File: src/rtl/fir3_delay_line.sv
`timescale 1ns/1ps
module fir3_delay_line #(
  parameter int SAMPLE_W = 12,
  parameter int TAPS     = 3
) (
  input  logic                          clk,
  input  logic                          rst,
  input  logic [SAMPLE_W-1:0]           smp_in,
  output logic [TAPS-1:0][SAMPLE_W-1:0] tap_q
);
  always_ff @(posedge clk) begin
    if (rst) begin
      tap_q <= '0;
    end else begin
      tap_q[0] <= smp_in;
      for (int i = 1; i < TAPS; i++) begin
        tap_q[i] <= tap_q[i-1];
      end
    end
  end
endmodule

File: src/rtl/fir3_weight_bank.sv
`timescale 1ns/1ps
module fir3_weight_bank #(
  parameter int COEF_W = 12,
  parameter int TAPS   = 3,
  parameter int ADDR_W = 2
) (
  input  logic                        clk,
  input  logic                        rst,
  input  logic                        wr,
  input  logic [ADDR_W-1:0]           sel,
  input  logic [COEF_W-1:0]           din,
  output logic [TAPS-1:0][COEF_W-1:0] wt_q
);
  logic [TAPS-1:0] wr_hit;

  generate
    for (genvar g = 0; g < TAPS; g++) begin : g_dec
      assign wr_hit[g] = wr && (sel == ADDR_W'(g));
    end
  endgenerate

  always_ff @(posedge clk) begin
    if (rst) begin
      wt_q <= '0;
    end else begin
      for (int i = 0; i < TAPS; i++) begin
        if (wr_hit[i]) wt_q[i] <= din;
      end
    end
  end
endmodule

File: src/rtl/fir3_mac.sv
`timescale 1ns/1ps
module fir3_mac #(
  parameter int SAMPLE_W = 12,
  parameter int COEF_W   = 12,
  parameter int OUT_W    = 12,
  parameter int TAPS     = 3
) (
  input  logic                          clk,
  input  logic                          rst,
  input  logic [TAPS-1:0][SAMPLE_W-1:0] tap,
  input  logic [TAPS-1:0][COEF_W-1:0]   wt,
  output logic [OUT_W-1:0]              y_q
);
  localparam int PROD_W = SAMPLE_W + COEF_W;
  localparam int SUM_W  = PROD_W + $clog2(TAPS);

  logic [TAPS-1:0][SUM_W-1:0] prod;
  logic [SUM_W-1:0]           acc;
  logic                       unused_hi;

  generate
    for (genvar g = 0; g < TAPS; g++) begin : g_mul
      assign prod[g] = SUM_W'(tap[g]) * SUM_W'(wt[g]);
    end
  endgenerate

  always_comb begin
    acc = '0;
    for (int i = 0; i < TAPS; i++) begin
      acc = acc + prod[i];
    end
  end

  assign unused_hi = ^acc[SUM_W-1:OUT_W];

  always_ff @(posedge clk) begin
    if (rst) y_q <= '0;
    else     y_q <= acc[OUT_W-1:0];
  end
endmodule

File: src/rtl/fir3_filter.sv
`timescale 1ns/1ps
module fir3_filter #(
  parameter int SAMPLE_W = 12,
  parameter int COEF_W   = 12,
  parameter int OUT_W    = 12,
  parameter int TAPS     = 3,
  parameter int ADDR_W   = 2
) (
  input  logic                clk,
  input  logic                rst,
  input  logic [SAMPLE_W-1:0] smp_in,
  input  logic                wt_wr,
  input  logic [ADDR_W-1:0]   wt_sel,
  input  logic [COEF_W-1:0]   wt_din,
  output logic [OUT_W-1:0]    y_out
);
  logic [TAPS-1:0][SAMPLE_W-1:0] tap_w;
  logic [TAPS-1:0][COEF_W-1:0]   wt_w;

  fir3_delay_line #(.SAMPLE_W(SAMPLE_W), .TAPS(TAPS)) u_line (
    .clk(clk), .rst(rst), .smp_in(smp_in), .tap_q(tap_w)
  );

  fir3_weight_bank #(.COEF_W(COEF_W), .TAPS(TAPS), .ADDR_W(ADDR_W)) u_wts (
    .clk(clk), .rst(rst), .wr(wt_wr), .sel(wt_sel), .din(wt_din), .wt_q(wt_w)
  );

  fir3_mac #(.SAMPLE_W(SAMPLE_W), .COEF_W(COEF_W), .OUT_W(OUT_W), .TAPS(TAPS)) u_mac (
    .clk(clk), .rst(rst), .tap(tap_w), .wt(wt_w), .y_q(y_out)
  );
endmodule

File: config.mk
export PLATFORM = sky130hd
export DESIGN_NAME = fir3_filter
export DESIGN_NICKNAME = d
export VERILOG_FILES = /design/src/rtl/fir3_delay_line.sv /design/src/rtl/fir3_weight_bank.sv /design/src/rtl/fir3_mac.sv /design/src/rtl/fir3_filter.sv
export SDC_FILE = /design/constraint.sdc
export NUM_CORES = 1
export LEC_CHECK = 0
export ABC_CLOCK_PERIOD_IN_PS = 5940
export BUFFER_PORTS_ARGS = -buffer_cell sky130_fd_sc_hd__buf_2
export CORE_MARGIN = 5
export CORE_UTILIZATION = 31
export CTS_CLUSTER_SIZE = 8
export DETAILED_ROUTE_END_ITERATION = 8
export SYNTH_ARGS = -nofsm -noshare
export SYNTH_HDL_FRONTEND = slang
export SYNTH_SLANG_ARGS = --single-unit
File: constraint.sdc
create_clock -name clk -period 5.94 [get_ports clk]
set_input_delay 1.188 -clock clk [delete_from_list [all_inputs] [get_ports clk]]
set_output_delay 1.188 -clock clk [all_outputs]
set_load 0.02 [all_outputs]
==> results_dict.tcl, run 1 <==
set metrics [dict create \
    status "finished with violations" \
    violations "setup timing" \
    fill_cells 3005 \
    layout_common_cells "179 x inv_1, 158 x nand2_1, 140 x fa_1, 90 x and2_1, 90 x buf_4" \
    cts_inserted_buffers 9 \
    worstPathRequired_ns 6.16 \
    post_drt_wl_per_cell_um 16.0 \
    setup_viol_count_final 1 \
    clock-skew-final_ns 0.0105 \
    setup_total_negative_slack_ns -0.0193 \
    rrSetupSlack_ns -0.02 \
    largest_area_contributor_in_the_synthesized_netlist "fa_1" \
    final.period_utilization 1.00 \
    cap_viol_max_count 0 \
    maxSlewViolCount 0 \
    drtAntennaViolNets 0 \
    ctsLongestPathBuffers 2 \
    power_density_nw_per_um2 136 \
    design.die.area_um2 33500 \
    rsz0062_at_grt "true" \
    seq_area_um2 1740 \
    place_area_um2 10400 \
    drt-pass1-iter-count 5 \
    synthXorXnorAreaFrac 0.0751 \
    yosysUniqueCellTypes 29 \
    n_antenna_cell 0 \
    yosys-top-cells-area "fa_1 32%, dfxtp_1 18%, ha_1 12%" \
    synth_sequential_area_ratio 0.181 \
    grt_max_degree 85 \
    clk_pin_slew_worst_paths_ns 0.08 \
    post_synth_fa_ha_maj_area_fraction 0.431 \
    floorplan.io_pins 41 \
    average_size_of_a_mapped_cell_um2 9.28 \
    first_iter_violations 268 \
    total_leakage_power_uw 0.00508 \
    max_ir_drop_vdd_uv 144 \
    cp_max_fo 5 \
    synth_fp_nets 1261 \
    instances_no_fill 1496 \
    dp.final_hpwl_um 20200 \
    layout_min_cycle_time_ns 5.96 \
    dieHeight_um 183 \
    clock-sinks 84 \
    cts_tree "yes" \
    cpMostUsedCell "fa_1" \
    synth-seq-cells 84 \
    cts_max_level 3 \
    drt-total-wl_um 23900 \
    synth_simple_gate_area_frac 0.177 \
    worst_hold_slack_ns 0.467 \
    class_of_the_tightest_hold_or_removal_check "register to register" \
    endpoint_arrival_time_on_the_critical_path_ns 6.17 \
    placement.io_buffers 40 \
    grt.overflow.total 0 \
    via_per_inst 4.37 \
    fp.dieW_um 183 \
    grt_pass1_vias 6843 \
    grt_antenna_before_repair 0 \
    syn-cell-area_um2 9280 \
    layout_commonest_cell "inv_1" \
    critical_path.endpoint_type "register" \
    synth_mux_area_frac 0.0259 \
    fin_util 0.370 \
    place.gp.congestion 0.869 \
    multi_input_comb_area_um2 6820 \
    design_area_um2 10900 \
    clock_insertion_delay_worst_skew_ns 0.36 \
    area_delta_synth_final_pct 17.9 \
    grt.total_usage 0.146 \
    core.rowCount 63 \
    num-nets-final 1362 \
    worst_setup_path_start_kind "register" \
    drive_gt1_frac 0.190 \
    finalWorstSetupSlack_ns -0.0193 \
    placed_cells_incl_taps 1475 \
    clk_root_buffer_cell "clkbuf_16" \
    final-hold-violation-count 0 \
    netlist_instances 1000 \
    post_cts_hold_buffer_count 0 \
    largest_family_of_logic_cells_by_synthesized_area "adder cells" \
    max_freq_ghz 0.168 \
    worst_pin_slew_ns 0.921 \
    ys_warns 0 \
    initial_utilization 0.314 \
    dr_total_vias 6543 \
    slowest_delay_ns 0.60 \
    cell_with_the_largest_stage_delay_on_the_worst_path "fa_1" \
    synth-compound-area-share 0.0155 \
    placeableCoreArea_um2 29600 \
    grt_first_pass_wirelength_um 37800 \
    synth_top_cell_area_share 0.315 \
    critPathKind "register to register" \
    worst_slew_margin_rel 0.386 \
    crit_path_cell_trace "and2_4 -> fa_1 -> inv_2 -> fa_1 -> fa_1 -> fa_1 -> fa_1 -> fa_1 -> fa_1 -> fa_2 -> xor2_2 -> xnor2_1 -> xnor2_1 -> xnor2_1 -> xnor3_1 -> xnor3_1 -> xnor2_1 -> nor2_1" \
    post-route-drc-count 0 \
]
[where the power goes]
part / leakage [µW] / internal, µW / switching (µW)
combinational: 0.00423 / 123 / 143
sequential: 0.000700 / 586 / 30.8
clock: 0.000149 / 300 / 300
[registers in the layout, indices dropped and copies added (netlist names)]
| signal | count |
|---|---|
| u_mac.y_q | 12 |
| u_wts.wt_q | 36 |
| u_line.tap_q | 36 |
[final timing paths]
path / start / endpoint / cells after the start
hold / removal: u_line.tap_q[11]$_SDFF_PP0_ / u_line.tap_q[23]$_SDFF_PP0_ / 1
setup / recovery: u_wts.wt_q[7]$_SDFFE_PP0P_ / u_mac.y_q[11]$_SDFF_PP0_ / 18
hold reg to reg: u_line.tap_q[11]$_SDFF_PP0_ / u_line.tap_q[23]$_SDFF_PP0_ / 1
setup reg to reg: u_wts.wt_q[7]$_SDFFE_PP0P_ / u_mac.y_q[11]$_SDFF_PP0_ / 18
[layout make-up]
type                    instances  area share
multi-input cells             690       0.623
inverters                     184      0.0631
flip-flops and latches         84       0.159
clock buffers                   9      0.0206
repair buffers                132      0.0821
clock inverters                 7     0.00698
well taps                     390      0.0446
[cells by family after synthesis]
logic type                 Yosys count
and+or+nand+nor                    338
DFF                                 84
buffers and inverters              226
xor gates and xnor gates            73
adders and majority gates          232
AOI/OAI and AO/OA                   23
muxes                               24
[worst max-delay path, delay by kind of cell (launching register included)]
family	cells	cell delay (ns)
adder cells (fa/ha/maj)	8	3.98
AND/OR/NAND/NOR	2	0.22
flip-flops	1	0.37
buffers and inverters	1	0.04
XOR/XNOR	7	1.21
[synth_stat cells, drive strengths merged]
master and number:
nand3b 1, clkbuf 27, dfxtp 84, or2 1
nor3 1, and2 95, xnor2 60, ha 86
fa 146, xor2 11, o21ai 1, nand2b 1
mux2i 24, nor3b 1, a31oi 1, nor2b 42
nand2 164, a21oi 16, o21bai 3, inv 184
buf 15, xnor3 2, a21o 2, nor2 32
[per-layer routing]
| layer | global-route usage | wire length (µm) |
|---|---|---|
| met1 | 0.195 | 10800 |
| met2 | 0.253 | 11900 |
| met3 | 0.0190 | 820 |
| met4 | 0.0355 | 407 |
| met5 | 0 | 0 |
[per-stage QoR]
stage,power (µW),setup WS [ns]
2_1_floorplan,776,0.105
3_3_place_gp,884,-0.0928
3_5_place_dp,888,-0.166
4_1_cts,1490,-0.0334
5_1_grt,1550,-0.227
6_report,1480,-0.0193
[repair_timing]
action,CTS,global route
buffers inserted,0,5
pin swaps,7,36
hold endpoints to repair,0,0
endpoints found under the setup margin,3,4
resized for setup,18,47
Power figures use the tool's default switching activity.
==> inputs of run 2 (changes only) <==
--- a/config.mk
+++ b/config.mk
@@ -11,6 +11,8 @@
 export CORE_UTILIZATION = 31
 export CTS_CLUSTER_SIZE = 8
 export DETAILED_ROUTE_END_ITERATION = 8
+export GPL_TIMING_DRIVEN = 0
+export SETUP_SLACK_MARGIN = 0.15
 export SYNTH_ARGS = -nofsm -noshare
 export SYNTH_HDL_FRONTEND = slang
 export SYNTH_SLANG_ARGS = --single-unit
==> results_dict.tcl, run 2 (synthesized netlist as in run 1, its figures left out) <==
set metrics [dict create \
    cp_max_fo 7 \
    clock-sinks 84 \
    fill_cells 2978 \
    cell_internal_power_dissipation_uw 1010 \
    critical_path.reg2reg.endpoint "u_mac.y_q[11]$_SDFF_PP0_" \
    pwr-share-comb 0.187 \
    cts_inserted_buffers 9 \
    max_ir_drop_vdd_uv 140 \
    clock_insertion_delay_worst_skew_ns 0.36 \
    crit_path_cell_trace "buf_8 -> and2_4 -> fa_1 -> inv_1 -> fa_1 -> fa_1 -> fa_1 -> fa_1 -> fa_1 -> fa_1 -> fa_2 -> xor2_2 -> xnor2_1 -> xnor2_1 -> xnor2_1 -> xnor3_1 -> xnor3_1 -> xnor2_2 -> nor2_1" \
    class_of_the_tightest_hold_or_removal_check "register to register" \
    n_antenna_cell 0 \
    worst_slew_margin_rel 0.485 \
    place.gp.congestion 0.856 \
    drt-pass1-iter-count 4 \
    switching_power_uw 471 \
    cts_tree "yes" \
    worstPathRequired_ns 6.17 \
    num-nets-final 1353 \
    seq_power_share 0.415 \
    critical_path.endpoint_type "register" \
    total_leakage_power_uw 0.00504 \
    worst_setup_path_start_kind "register" \
    post_drt_wl_per_cell_um 16.3 \
    via_per_inst 4.41 \
    layout_min_cycle_time_ns 6.22 \
    worstHoldStart "u_line.tap_q[11]$_SDFF_PP0_" \
    power_density_nw_per_um2 133 \
    largestRegisters "u_line.tap_q (36), u_wts.wt_q (36), u_mac.y_q (12)" \
    crit_buf_inv 2 \
    cts_max_level 3 \
    final-hold-violation-count 0 \
    endpoint_arrival_time_on_the_critical_path_ns 6.45 \
    final.period_utilization 1.05 \
    grt_max_degree 19 \
    rsz0062_at_grt "true" \
    cap_viol_max_count 0 \
    place_area_um2 9980 \
    critical-path-top-delay-family "adder cells" \
    power.total_uw 1480 \
    floorplan.io_pins 41 \
    r2r_cells 19 \
    layout_common_cells "166 x inv_1, 155 x nand2_1, 129 x fa_1, 82 x and2_1, 81 x ha_1" \
    clk_root_buffer_cell "clkbuf_16" \
    area_delta_synth_final_pct 19.8 \
    drive_gt1_frac 0.213 \
    violations "setup timing" \
    crit-reg2reg-launch "u_wts.wt_q[2]$_SDFFE_PP0P_" \
    post-route-drc-count 0 \
    critPathKind "register to register" \
    setup_viol_count_final 1 \
    setup_total_negative_slack_ns -0.278 \
    ctsLongestPathBuffers 2 \
    drt-total-wl_um 24300 \
    initial_utilization 0.314 \
    clock_share_of_power 0.398 \
    drtAntennaViolNets 0 \
    grt.overflow.total 0 \
    slowest_delay_ns 0.63 \
    dieHeight_um 183 \
    dp.final_hpwl_um 19600 \
    p_sw_frac 0.318 \
    fp.dieW_um 183 \
    grt.total_usage 0.151 \
    cpMostUsedCell "fa_1" \
    first_iter_violations 281 \
    design_area_um2 11100 \
    worst_pin_slew_ns 0.773 \
    placement.io_buffers 39 \
    grt_first_pass_wirelength_um 38800 \
    layout_commonest_cell "inv_1" \
    core.rowCount 63 \
    grt_pass1_vias 6998 \
    placeableCoreArea_um2 29600 \
    hold_depth 1 \
    clk_pin_slew_worst_paths_ns 0.08 \
    worstHoldEndpoint "u_line.tap_q[23]$_SDFF_PP0_" \
    rrSetupSlack_ns -0.28 \
    max_freq_ghz 0.161 \
    clock-skew-final_ns 0.0124 \
    grt_antenna_before_repair 1 \
    maxSlewViolCount 0 \
    cell_with_the_largest_stage_delay_on_the_worst_path "fa_1" \
    design.die.area_um2 33500 \
    dr_total_vias 6563 \
    finalWorstSetupSlack_ns -0.278 \
    status "finished with violations" \
]
[run 2: power groups by stage]
stage	clock network [µW]	logic [µW]	registers, µW
finish	590	277	615
global route	626	308	618
CTS	602	267	615
detailed placement	0	236	628
global placement	0	231	627
floorplan	0	153	623
[run 2: final cells by class]
type	count	area, µm²	area share
multi-input cells	690	6950	0.625
flip-flops and latches	84	1740	0.157
clock inverters	7	76.3	0.00687
clock buffers	9	225	0.0203
repair buffers	81	548	0.0493
plain buffers	42	392	0.0352
well taps	390	488	0.0439
inverters	184	691	0.0622
[run 2: routing by layer]
metal,GRT usage,share of wire,vias to the layer above
met5,0,0,-
met2,0.245,0.47,139
met3,0.0301,0.048,46
met1,0.195,0.44,3255
li1,-,-,3123
met4,0.0667,0.041,0
[run 2: how the worst max path moves through the flow]
stage	from	endpoint	slack (ns)	cells past startpoint
2_1_floorplan	u_wts.wt_q[24]$_SDFFE_PP0P_	u_mac.y_q[11]$_SDFF_PP0_	0.15	20
3_3_place_gp	u_wts.wt_q[24]$_SDFFE_PP0P_	u_mac.y_q[11]$_SDFF_PP0_	-0.60	20
3_5_place_dp	u_wts.wt_q[13]$_SDFFE_PP0P_	u_mac.y_q[11]$_SDFF_PP0_	-0.63	20
4_1_cts	u_wts.wt_q[3]$_SDFFE_PP0P_	u_mac.y_q[11]$_SDFF_PP0_	-0.38	19
5_1_grt	u_wts.wt_q[29]$_SDFFE_PP0P_	u_mac.y_q[11]$_SDFF_PP0_	-0.48	19
6_report	u_wts.wt_q[2]$_SDFFE_PP0P_	u_mac.y_q[11]$_SDFF_PP0_	-0.28	19
[run 2: through the flow]
| stage | utilization | hold WS [ns] | std cells | setup WS, ns |
|---|---|---|---|---|
| 6_report | 0.376 | 0.464 | 1487 | -0.278 |
| 3_3_place_gp | 0.338 | 0.452 | 1429 | -0.598 |
| 4_1_cts | 0.367 | 0.460 | 1477 | -0.383 |
| 3_5_place_dp | 0.338 | 0.454 | 1429 | -0.634 |
| 2_1_floorplan | - | 0.437 | 1000 | 0.151 |
| 5_1_grt | 0.376 | 0.470 | 1487 | -0.478 |
[run 2: repair_timing]
item                       CTS  global route
pin swaps                   54            40
hold buffers                 0             0
cloned                       0             0
gates resized for setup    107            81
setup endpoints to repair    5             5
buffers inserted            32            10
[run 2: worst reg2reg max path: cells and delay by family, from the launching register on]
kind	cells	cell delay, ns
xor gates and xnor gates	7	1.40
adders and majority gates	8	3.98
buffers and inverters	2	0.18
DFF	1	0.33
and+or+nand+nor	2	0.22
==> inputs of run 3 (changes only) <==
--- a/config.mk
+++ b/config.mk
@@ -5,6 +5,7 @@
 export SDC_FILE = /design/constraint.sdc
 export NUM_CORES = 1
 export LEC_CHECK = 0
+export ABC_AREA = 1
 export ABC_CLOCK_PERIOD_IN_PS = 5940
 export BUFFER_PORTS_ARGS = -buffer_cell sky130_fd_sc_hd__buf_2
 export CORE_MARGIN = 5
@@ -13,6 +14,7 @@
 export DETAILED_ROUTE_END_ITERATION = 8
 export GPL_TIMING_DRIVEN = 0
 export SETUP_SLACK_MARGIN = 0.15
+export SKIP_LAST_GASP = 1
 export SYNTH_ARGS = -nofsm -noshare
 export SYNTH_HDL_FRONTEND = slang
 export SYNTH_SLANG_ARGS = --single-unit
==> results_dict.tcl, run 3 <==
set metrics [dict create \
    synth_simple_gate_area_frac 0.204 \
    worst_slew_margin_rel 0.541 \
    fin_util 0.369 \
    post_drt_wl_per_cell_um 14.0 \
    place_area_um2 10600 \
    clock_insertion_delay_worst_skew_ns 0.35 \
    average_size_of_a_mapped_cell_um2 7.39 \
    setup_viol_count_final 2 \
    layout_min_cycle_time_ns 6.04 \
    cpMostUsedCell "fa_1" \
    max_freq_ghz 0.166 \
    netlist_instances 1333 \
    layout_common_cells "355 x inv_1, 336 x nand2_1, 141 x fa_1, 120 x nor2_1, 81 x ha_1" \
    power.total_uw 1680 \
    top_ff_cell_synth "dfxtp_1" \
    cp_max_fo 4 \
    syn-cell-area_um2 9850 \
    fp.dieW_um 188 \
    synthXorXnorAreaFrac 0.0258 \
    drt-total-wl_um 25600 \
    num-nets-final 1677 \
    post_cts_hold_buffer_count 0 \
    critPathKind "register to register" \
    slowest_delay_ns 0.57 \
    class_of_the_tightest_hold_or_removal_check "register to register" \
    grt_pass1_vias 8063 \
    grt.total_usage 0.146 \
    ys_warns 0 \
    clk_pin_slew_worst_paths_ns 0.07 \
    grt_first_pass_wirelength_um 41100 \
    worstPathRequired_ns 6.24 \
    cell_with_the_largest_stage_delay_on_the_worst_path "fa_1" \
    status "finished with violations" \
    drt-pass1-iter-count 5 \
    yosys.cell_count.top_type "inv_1" \
    largestRegisters "u_line.tap_q (36), u_wts.wt_q (36), u_mac.y_q (12)" \
    dr_total_vias 8057 \
    worst_pin_slew_ns 0.688 \
    async_reset_ff_frac 0 \
    post_synth_fa_ha_maj_area_fraction 0.406 \
    synth-seq-cells 84 \
    worst_setup_path_start_kind "register" \
    synth_mux_area_frac 0 \
    synth_edf_count 0 \
    synth_fp_nets 1594 \
    clock-sinks 84 \
    placement.io_buffers 39 \
    drtAntennaViolNets 0 \
    maxSlewViolCount 0 \
    worst_hold_slack_ns 0.433 \
    area_delta_synth_final_pct 17.8 \
    floorplan.io_pins 41 \
    yosysUniqueCellTypes 24 \
    total_leakage_power_uw 0.00643 \
    grt.overflow.total 0 \
    cts_inserted_buffers 9 \
    cts_tree "yes" \
    largest_area_contributor_in_the_synthesized_netlist "fa_1" \
    cap_viol_max_count 0 \
    post_synth_most_frequent_cells "367 x inv_1, 346 x nand2_1, 146 x fa_1" \
    drive_gt1_frac 0.135 \
    fill_cells 3204 \
    dieHeight_um 188 \
    post-route-drc-count 0 \
    final-hold-violation-count 0 \
    finalWorstSetupSlack_ns -0.0964 \
    place.gp.congestion 0.861 \
    clk_root_buffer_cell "clkbuf_16" \
    dp.final_hpwl_um 20800 \
    layout_commonest_cell "inv_1" \
    first_iter_violations 499 \
    via_per_inst 4.42 \
    rsz0062_at_grt "true" \
    synth_sequential_area_ratio 0.171 \
    max_ir_drop_vdd_uv 160 \
    power_density_nw_per_um2 144 \
    synth_top_cell_area_share 0.297 \
    setup_total_negative_slack_ns -0.131 \
    largest_family_of_logic_cells_by_synthesized_area "adder cells" \
    grt_max_degree 15 \
    grt_antenna_before_repair 0 \
    design.die.area_um2 35400 \
    ctsLongestPathBuffers 2 \
    critical_path.endpoint_type "register" \
    clock-skew-final_ns 0.0115 \
    placeableCoreArea_um2 31500 \
    cts_max_level 3 \
    design_area_um2 11600 \
    core.rowCount 65 \
    n_antenna_cell 0 \
    yosys-top-cells-area "fa_1 30%, dfxtp_1 17%, inv_1 14%" \
    synth-compound-area-share 0.0301 \
    violations "setup timing" \
    endpoint_arrival_time_on_the_critical_path_ns 6.33 \
    final.period_utilization 1.02 \
    crit_path_cell_trace "buf_6 -> buf_6 -> nand2_2 -> inv_2 -> fa_1 -> fa_1 -> inv_1 -> fa_1 -> fa_1 -> fa_1 -> fa_1 -> fa_1 -> fa_1 -> inv_2 -> ha_4 -> a21oi_4 -> o21ai_4 -> a31oi_4 -> buf_12 -> nand3_2 -> nand3_2 -> nand2_1 -> nor2_1" \
    initial_utilization 0.313 \
]
[run 3: cell count changes after synthesis, sizes merged, moves of 24 or more]
cell	delta
and2	-95
inv	+183
mux2i	-24
nand2	+184
nand3	+36
nor2	+88
nor2b	-42
o21ai	+43
xnor2	-46
[run 3: area by class of cell]
class	count	area, µm²	share of cell area
plain buffers	50	489	0.0422
clock buffers	10	239	0.0206
clock inverters	5	60.1	0.00518
inverters	367	1380	0.119
multi-input cells	832	6730	0.580
flip-flops and latches	84	1730	0.149
well taps	402	503	0.0434
repair buffers	72	475	0.0410
[run 3: stage by stage]
step	worst slack (ns)	instances
2_1_floorplan	0.132	1333
3_3_place_gp	-0.993	1774
3_5_place_dp	-1.14	1774
4_1_cts	-0.145	1811
5_1_grt	-0.268	1822
6_report	-0.0964	1822
[run 3: power by group]
part           internal (µW)  switching (µW)  leakage [µW]  total [µW]
clock network            337             258      0.000145         595
logic                    184             267       0.00558         451
registers                598            31.6      0.000701         630
total                   1120             557       0.00643        1680
[run 3: what timing repair did]
item	in CTS	in global routing
gates cloned	0	0
resized for setup	97	61
pin swaps	28	42
endpoints found under the setup margin	6	4
setup buffers	22	11
[run 3: kinds of logic after synthesis]
| group | Yosys count |
|---|---|
| simple gates | 513 |
| buf+inv | 417 |
| fa+ha+maj | 232 |
| flops | 84 |
| compound gates | 58 |
| xor+xnor | 29 |
[run 3: final timing paths]
path / start / endpoint / slack (ns) / cells past startpoint
worst max-delay path: u_wts.wt_q[29]$_SDFFE_PP0P_ / u_mac.y_q[11]$_SDFF_PP0_ / -0.1 / 23
worst min-delay path: u_line.tap_q[23]$_SDFF_PP0_ / u_line.tap_q[35]$_SDFF_PP0_ / 0.43 / 2
worst min register to register: u_line.tap_q[23]$_SDFF_PP0_ / u_line.tap_q[35]$_SDFF_PP0_ / 0.43 / 2
worst max register to register: u_wts.wt_q[29]$_SDFFE_PP0P_ / u_mac.y_q[11]$_SDFF_PP0_ / -0.1 / 23
[run 3: worst max-delay path: cells and delay by family, from the launching register on]
family,cells,cell delay [ns]
buffers and inverters,6,0.54
and+or+nand+nor,5,0.37
AOI/OAI and AO/OA,3,0.42
DFF,1,0.31
adders and majority gates,9,4.35
[run 3: routing by layer]
metal	up-vias	track usage	part of all wire
met2	189	0.258	0.50
met5	-	0	0
met3	31	0.0130	0.041
met1	3869	0.191	0.44
li1	3968	-	-
met4	0	0.0438	0.024
